**src/rtl/dist_inj_pkg.sv**
```systemverilog
package dist_inj_pkg;

    typedef enum logic [2:0] {
        CH_IDLE = 3'd0,
        CH_WAIT = 3'd1,
        CH_ON   = 3'd2,
        CH_OFF  = 3'd3,
        CH_DONE = 3'd4
    } ch_state_e;

endpackage

```
**src/rtl/dist_lfsr.sv**
```systemverilog
module dist_lfsr #(
    parameter int          LW         = 16,
    parameter logic [15:0] TAPS       = 16'hB400,
    parameter logic [15:0] RESET_SEED = 16'h0001
) (
    input  logic          clk,
    input  logic          rst_n,
    input  logic          clear_i,
    input  logic [LW-1:0] seed_i,
    output logic [LW-1:0] state_o
);

    logic [LW-1:0] lfsr_d, lfsr_q;
    logic [LW-1:0] seed_safe;

    assign seed_safe = (seed_i == '0) ? LW'(1) : seed_i;

    always_comb begin
        lfsr_d = {1'b0, lfsr_q[LW-1:1]};
        if (lfsr_q[0]) begin
            lfsr_d = lfsr_d ^ TAPS[LW-1:0];
        end
        if (clear_i) begin
            lfsr_d = seed_safe;
        end
    end

    always_ff @(posedge clk or negedge rst_n) begin
        if (!rst_n) begin
            lfsr_q <= RESET_SEED[LW-1:0];
        end else begin
            lfsr_q <= lfsr_d;
        end
    end

    assign state_o = lfsr_q;

    // a stuck-at-zero generator would freeze every duration
    a_r3_lfsr_live: assert property (@(posedge clk) disable iff (!rst_n)
        lfsr_q != '0);

endmodule

```
**src/rtl/dist_excl_arb.sv**
```systemverilog
module dist_excl_arb #(
    parameter int NCH = 4
) (
    input  logic [NCH-1:0]     req_i,
    input  logic [NCH-1:0]     on_i,
    input  logic [NCH*NCH-1:0] excl_i,
    output logic [NCH-1:0]     grant_o
);

    always_comb begin
        logic [NCH-1:0] g;
        g = '0;
        for (int i = 0; i < NCH; i++) begin
            logic blocked;
            blocked = 1'b0;
            for (int j = 0; j < NCH; j++) begin
                if (j != i && (excl_i[i*NCH+j] || excl_i[j*NCH+i])) begin
                    if (on_i[j]) blocked = 1'b1;
                    if (j < i && g[j]) blocked = 1'b1;
                end
            end
            g[i] = req_i[i] && !blocked;
        end
        grant_o = g;
    end

endmodule

```
**src/rtl/dist_channel.sv**
```systemverilog
module dist_channel
    import dist_inj_pkg::*;
#(
    parameter int DW = 8,
    parameter int OW = 8
) (
    input  logic          clk,
    input  logic          rst_n,
    input  logic          clear_i,
    input  logic          en_i,
    input  logic          trig_i,
    input  logic          grant_i,
    input  logic [DW-1:0] draw_i,
    input  logic [DW-1:0] on_min_i,
    input  logic [DW-1:0] on_max_i,
    input  logic [DW-1:0] off_min_i,
    input  logic [DW-1:0] off_max_i,
    input  logic [OW-1:0] occ_limit_i,
    output logic          req_o,
    output logic          force_o,
    output logic          seen_o,
    output logic [OW-1:0] occ_o
);

    typedef struct packed {
        ch_state_e     st;
        logic [DW-1:0] tmr;
        logic [OW-1:0] occ;
        logic          seen;
    } ch_regs_t;

    ch_regs_t r_d, r_q;

    function automatic logic [DW-1:0] fit(input logic [DW-1:0] raw,
                                          input logic [DW-1:0] lo_in,
                                          input logic [DW-1:0] hi);
        logic [DW-1:0] lo;
        logic [DW-1:0] v;
        lo = (lo_in == '0) ? DW'(1) : lo_in;
        v  = raw;
        if (v > hi) v = hi;
        if (v < lo) v = lo;
        return v;
    endfunction

    logic below_cap;
    assign below_cap = r_q.occ < occ_limit_i;

    always_comb begin
        r_d      = r_q;
        r_d.seen = r_q.seen | (r_q.st == CH_ON);
        unique case (r_q.st)
            CH_IDLE: begin
                if (en_i) r_d.st = CH_WAIT;
            end
            CH_WAIT: begin
                if (!en_i) begin
                    r_d.st = CH_IDLE;
                end else if (!below_cap) begin
                    r_d.st = CH_DONE;
                end else if (grant_i) begin
                    r_d.st  = CH_ON;
                    r_d.tmr = fit(draw_i, on_min_i, on_max_i) - DW'(1);
                end
            end
            CH_ON: begin
                if (!en_i) begin
                    r_d.st = CH_IDLE;
                end else if (r_q.tmr == '0) begin
                    r_d.st  = CH_OFF;
                    r_d.tmr = fit(draw_i, off_min_i, off_max_i) - DW'(1);
                    r_d.occ = r_q.occ + OW'(1);
                end else begin
                    r_d.tmr = r_q.tmr - DW'(1);
                end
            end
            CH_OFF: begin
                if (!en_i) begin
                    r_d.st = CH_IDLE;
                end else if (r_q.tmr == '0) begin
                    r_d.st = CH_WAIT;
                end else begin
                    r_d.tmr = r_q.tmr - DW'(1);
                end
            end
            CH_DONE: begin
                r_d.st = CH_DONE;
            end
            default: r_d.st = CH_IDLE;
        endcase
        if (clear_i) begin
            r_d = '0;
        end
    end

    always_ff @(posedge clk or negedge rst_n) begin
        if (!rst_n) begin
            r_q <= '0;
        end else begin
            r_q <= r_d;
        end
    end

    assign req_o   = (r_q.st == CH_WAIT) && en_i && trig_i && below_cap && !clear_i;
    assign force_o = (r_q.st == CH_ON);
    assign seen_o  = r_q.seen;
    assign occ_o   = r_q.occ;

    // a pulse may only begin out of an enabled trigger window
    a_r2_start_in_window: assert property (@(posedge clk) disable iff (!rst_n)
        $rose(force_o) |-> $past(trig_i && en_i));

    // disabling releases the force line at the next edge
    a_r4_disable_release: assert property (@(posedge clk) disable iff (!rst_n)
        !en_i |=> !force_o);

    // a capped channel never starts another pulse
    a_r5_cap_holds: assert property (@(posedge clk) disable iff (!rst_n)
        (occ_o >= occ_limit_i) |=> !$rose(force_o));

    // a forced cycle leaves the sticky flag set
    a_r8_sticky_set: assert property (@(posedge clk) disable iff (!rst_n)
        (force_o && !clear_i) |=> seen_o);

endmodule

```
**src/rtl/dist_inject_ctrl.sv**
```systemverilog
module dist_inject_ctrl #(
    parameter int NCH = 4,
    parameter int DW  = 8,
    parameter int OW  = 8,
    parameter int LW  = 16
) (
    input  logic               clk,
    input  logic               rst_n,
    input  logic               clear_i,
    input  logic [LW-1:0]      seed_i,
    input  logic [NCH-1:0]     enable_i,
    input  logic [NCH-1:0]     trig_i,
    input  logic [NCH*DW-1:0]  on_min_i,
    input  logic [NCH*DW-1:0]  on_max_i,
    input  logic [NCH*DW-1:0]  off_min_i,
    input  logic [NCH*DW-1:0]  off_max_i,
    input  logic [NCH*OW-1:0]  occ_limit_i,
    input  logic [NCH*NCH-1:0] excl_i,
    output logic [NCH-1:0]     force_o,
    output logic [NCH-1:0]     forced_seen_o,
    output logic [NCH*OW-1:0]  occ_count_o
);

    localparam int ROT_STEP = 5;

    logic [LW-1:0]   lfsr_state;
    logic [2*LW-1:0] lfsr_dbl;
    logic [NCH-1:0]  req;
    logic [NCH-1:0]  grant;

    assign lfsr_dbl = {lfsr_state, lfsr_state};

    dist_lfsr #(.LW(LW)) u_lfsr (
        .clk     (clk),
        .rst_n   (rst_n),
        .clear_i (clear_i),
        .seed_i  (seed_i),
        .state_o (lfsr_state)
    );

    dist_excl_arb #(.NCH(NCH)) u_arb (
        .req_i   (req),
        .on_i    (force_o),
        .excl_i  (excl_i),
        .grant_o (grant)
    );

    for (genvar c = 0; c < NCH; c++) begin : g_ch
        localparam int ROT = (c * ROT_STEP) % LW;
        logic [DW-1:0] draw;
        assign draw = lfsr_dbl[ROT +: DW];

        dist_channel #(.DW(DW), .OW(OW)) u_ch (
            .clk         (clk),
            .rst_n       (rst_n),
            .clear_i     (clear_i),
            .en_i        (enable_i[c]),
            .trig_i      (trig_i[c]),
            .grant_i     (grant[c]),
            .draw_i      (draw),
            .on_min_i    (on_min_i[c*DW +: DW]),
            .on_max_i    (on_max_i[c*DW +: DW]),
            .off_min_i   (off_min_i[c*DW +: DW]),
            .off_max_i   (off_max_i[c*DW +: DW]),
            .occ_limit_i (occ_limit_i[c*OW +: OW]),
            .req_o       (req[c]),
            .force_o     (force_o[c]),
            .seen_o      (forced_seen_o[c]),
            .occ_o       (occ_count_o[c*OW +: OW])
        );
    end

    logic excl_clash;
    always_comb begin
        excl_clash = 1'b0;
        for (int i = 0; i < NCH; i++) begin
            for (int j = i + 1; j < NCH; j++) begin
                if ((excl_i[i*NCH+j] || excl_i[j*NCH+i]) && force_o[i] && force_o[j]) begin
                    excl_clash = 1'b1;
                end
            end
        end
    end

    // excluded pairs are never forced together
    a_r6_no_excl_overlap: assert property (@(posedge clk) disable iff (!rst_n)
        !excl_clash);

    // clear empties every force line on the following edge
    a_r1_clear_quiets: assert property (@(posedge clk) disable iff (!rst_n)
        clear_i |=> (force_o == '0 && forced_seen_o == '0));

endmodule

```
**config.mk**
```make
export PLATFORM = sky130hd
export DESIGN_NAME = dist_inject_ctrl
export DESIGN_NICKNAME = d
export VERILOG_FILES = /design/src/rtl/dist_inj_pkg.sv /design/src/rtl/dist_lfsr.sv /design/src/rtl/dist_excl_arb.sv /design/src/rtl/dist_channel.sv /design/src/rtl/dist_inject_ctrl.sv
export SDC_FILE = /design/constraint.sdc
export NUM_CORES = 1
export LEC_CHECK = 0
export BUFFER_PORTS_ARGS = -buffer_cell sky130_fd_sc_hd__buf_2
export CORE_AREA = 2 2 184 186
export CTS_CLUSTER_DIAMETER = 60
export DETAILED_ROUTE_END_ITERATION = 7
export DIE_AREA = 0 0 186 188
export GPL_ROUTABILITY_DRIVEN = 1
export PLACE_DENSITY_LB_ADDON = 0.08
export SETUP_SLACK_MARGIN = 0.02
export SLEW_MARGIN = 20
export SYNTH_ARGS = -nofsm -noshare
export SYNTH_HDL_FRONTEND = slang
export SYNTH_SLANG_ARGS = --single-unit
```
**constraint.sdc**
```tcl
create_clock -name clk -period 5.5 [get_ports clk]
set_input_delay 0.275 -clock clk [delete_from_list [all_inputs] [get_ports clk]]
set_output_delay 0.275 -clock clk [all_outputs]
set_load 0.1 [all_outputs]
```
==> out/metrics.cfg <==
[global_route]
grt_max_degree=53
antenna_found_initial=3
track_usage=0.231
grt_overflow=0
grt_pass1_vias=12500
grt_pass1_wl_mm=64.7

[floorplan]
start_util=0.395
ios=243
die_width_um=186
core.rowCount=67
die_h_um=188
coreArea_um2=33100
die_area_um2=35000

[layout]
area_growth_pct=15.0
drive_gt1_frac=0.193
fin_nets=2298
fin_cells=2384

[critical_path]
critPathMaxStageDelay_ns=0.46
path_common_cell=ha_1
cp.arrival_ns=5.37
crit_type=register to register
cp-end-kind=register
required_ns=5.76
cp-start-kind=register
crit_fanout=19
cpMaxStageDelayCell=dfrtp_1
cp_top_family=compound AO/OA/AOI/OAI gates
crit_buf_inv=1
crit_chain=buf_4 -> ha_1 -> nand4_1 -> nor2_1 -> a31oi_1 -> nand2_2 -> o21ai_0 -> ha_1 -> a211oi_1 -> nor2_1 -> nor4_1 -> a21o_1 -> mux2_2 -> ha_1 -> and3_1 -> mux2i_1 -> xor2_1 -> o21ai_0 -> a311oi_1

[clock_tree]
cts.sinks=96
cts_tree=done
clkTransAtPathRegs_ns=0.08
cts-root-buf=clkbuf_16
cts.htree.levels=3
numCtsBuffers=9
clk_latency_ns=0.36
cts_max_path_buffers=2

[timing]
hold_viol=0
max_slew_margin=0.240
fin_crit_ns=5.11
tightestPinTransition_ns=1.13
slew_violations=0
maxClockFrequency_mhz=196
finalSetupViolations=0
rsz0062_at_grt=false
fin_setup_tns_ns=0
final_min_period_over_clock_period=0.929
finClkSkew_ns=0.0121

[placement]
place.gp.congestion=0.896
io_buffers=238
hpwl_mm=33.7
dp.cells=2366

[synthesis]
synth_area_um2=13100
yosysSeqAreaShare=0.184
synth-edff-count=0
avgSynthCellArea_um2=7.57
syn_nets=2097
yosys_warnings=0
yosysTopAreaCellShare=0.182
ys_ff_latch=96
synth.area.top_cells=dfrtp_1 (18%), ha_1 (16%), inv_1 (5.1%)
synth_commonest_cells=inv_1 (178), ha_1 (164), nand2_1 (153)
ys.flop_type=dfrtp_1
yosysMostFrequentCell=inv_1
synthArstFlopShare=1.00
ys_types=90
yosysTopAreaCell=dfrtp_1
synthCells=1730

[worst_hold_path]
hold_path_class=input pin to register

[drt]
vias_per_cell=5.43
drcViolationCount=0
finalWirelength_mm=40.8
drt_pass1_iterations=5
vias=12900
drtIter0Drc=745
routedWlPerCell_um=17.1
final_antenna_net_count=0

[job]
maxCapViolCount=0

[outcome]
status=finished clean

[pwr]
irDropWorstVdd_v=0.000127
powerDensity_nw_per_um2=213
p_leak_nw=7.46

worst min-delay path: cells and delay by family:
kind	cells	cell delay, ns
compound gates	1	0.06
buf+inv	1	0.10
simple gates	1	0.05
final timing paths:
check / from / endpoint / slack, ns / cells after the start
min in group asynchronous: rst_n / g_ch[3].u_ch.occ_o[5] / 0.48 / 2
worst max-delay path: u_lfsr.state_o[1] / g_ch[3].u_ch.r_q[13] / 0.39 / 19
worst min-delay path: seed_i[15] / u_lfsr.state_o[15] / 0.17 / 3
worst min register to register: g_ch[1].u_ch.seen_o / g_ch[1].u_ch.seen_o / 0.51 / 2
worst max register to register: u_lfsr.state_o[1] / g_ch[3].u_ch.r_q[13] / 0.39 / 19
max in group asynchronous: rst_n / u_lfsr.state_o[8] / 3.87 / 3
placed cells by master, fill, tap and decap left out, types with 11 or more instances in the layout:
master / n
a211oi_1: 22
a21o_1: 16
a21oi_1: 97
a31oi_1: 18
and3_1: 20
buf_2: 236
buf_4: 47
dfrtp_1: 95
ha_1: 162
inv_1: 178
mux2_2: 32
mux2i_1: 40
nand2_1: 153
nand2b_1: 20
nand3_1: 55
nand4_1: 37
nor2_1: 135
nor2b_1: 15
nor3_1: 70
nor3b_1: 11
nor4_1: 29
o211ai_1: 27
o21ai_0: 123
or3_1: 14
xnor2_1: 66
xor2_1: 44
timing repair:
item	in CTS	in global routing
endpoints found under the setup margin	0	6
endpoints found under the hold margin	39	0
setup buffers	0	1
hold buffers	1	0
gates resized for setup	0	16
where the power goes:
part	leakage, nW	internal [W]	switching [W]
registers	1.30	0.000730	0.0000326
clock network	0.163	0.000446	0.000310
logic	5.99	0.000686	0.000996
state kept, by name (all words and copies together) (netlist names):
| register | count |
|---|---|
| g_ch.u_ch.occ_o | 32 |
| u_lfsr.state_o | 16 |
| g_ch.u_ch.seen_o | 4 |
| g_ch.u_ch.r_q | 44 |
per-layer routing:
metal  vias to the layer above  wire, um  GRT usage
met2                       294     19100      0.391
met5                         -        27          0
li1                       6567         -          -
met4                         4       719     0.0584
met1                      6030     19400      0.317
met3                        52      1560     0.0179
layout make-up:
| type | instances | area [um^2] |
|---|---|---|
| diodes | 1 | 2.50 |
| clock buffers | 9 | 225 |
| clock inverters | 6 | 115 |
| fillers | 3455 | 18100 |
| inverters | 179 | 672 |
| multi-input cells | 1360 | 9510 |
| flip-flops and latches | 96 | 2400 |
| well taps | 448 | 561 |
| repair buffers | 285 | 1560 |
metrics by stage:
| step | total power (W) | worst slack [ns] | utilization | hold WS, ns | instance area, um^2 |
|---|---|---|---|---|---|
| after floorplan | 0.00191 | 0.437 | - | -0.0206 | 13100 |
| after global placement | 0.00241 | 0.317 | 0.442 | 0.342 | 14600 |
| after detailed placement | 0.00243 | 0.247 | 0.442 | 0.337 | 14600 |
| after CTS | 0.00319 | 0.236 | 0.453 | 0.154 | 15000 |
| after global routing | 0.00345 | 0.00225 | 0.455 | 0.184 | 15100 |
| final | 0.00320 | 0.392 | 0.455 | 0.168 | 15100 |
logic make-up after synthesis:
family                   Yosys count  synth area share
flip-flops                        96             0.184
XOR/XNOR                         110            0.0736
buffers and inverters            274            0.0941
adder cells (fa/ha/maj)          164             0.157
AO/OA/AOI/OAI                    414             0.207
multiplexers                      72            0.0581
AND/OR/NAND/NOR                  600             0.227
No activity file was read; power rests on OpenSTA's default activity.
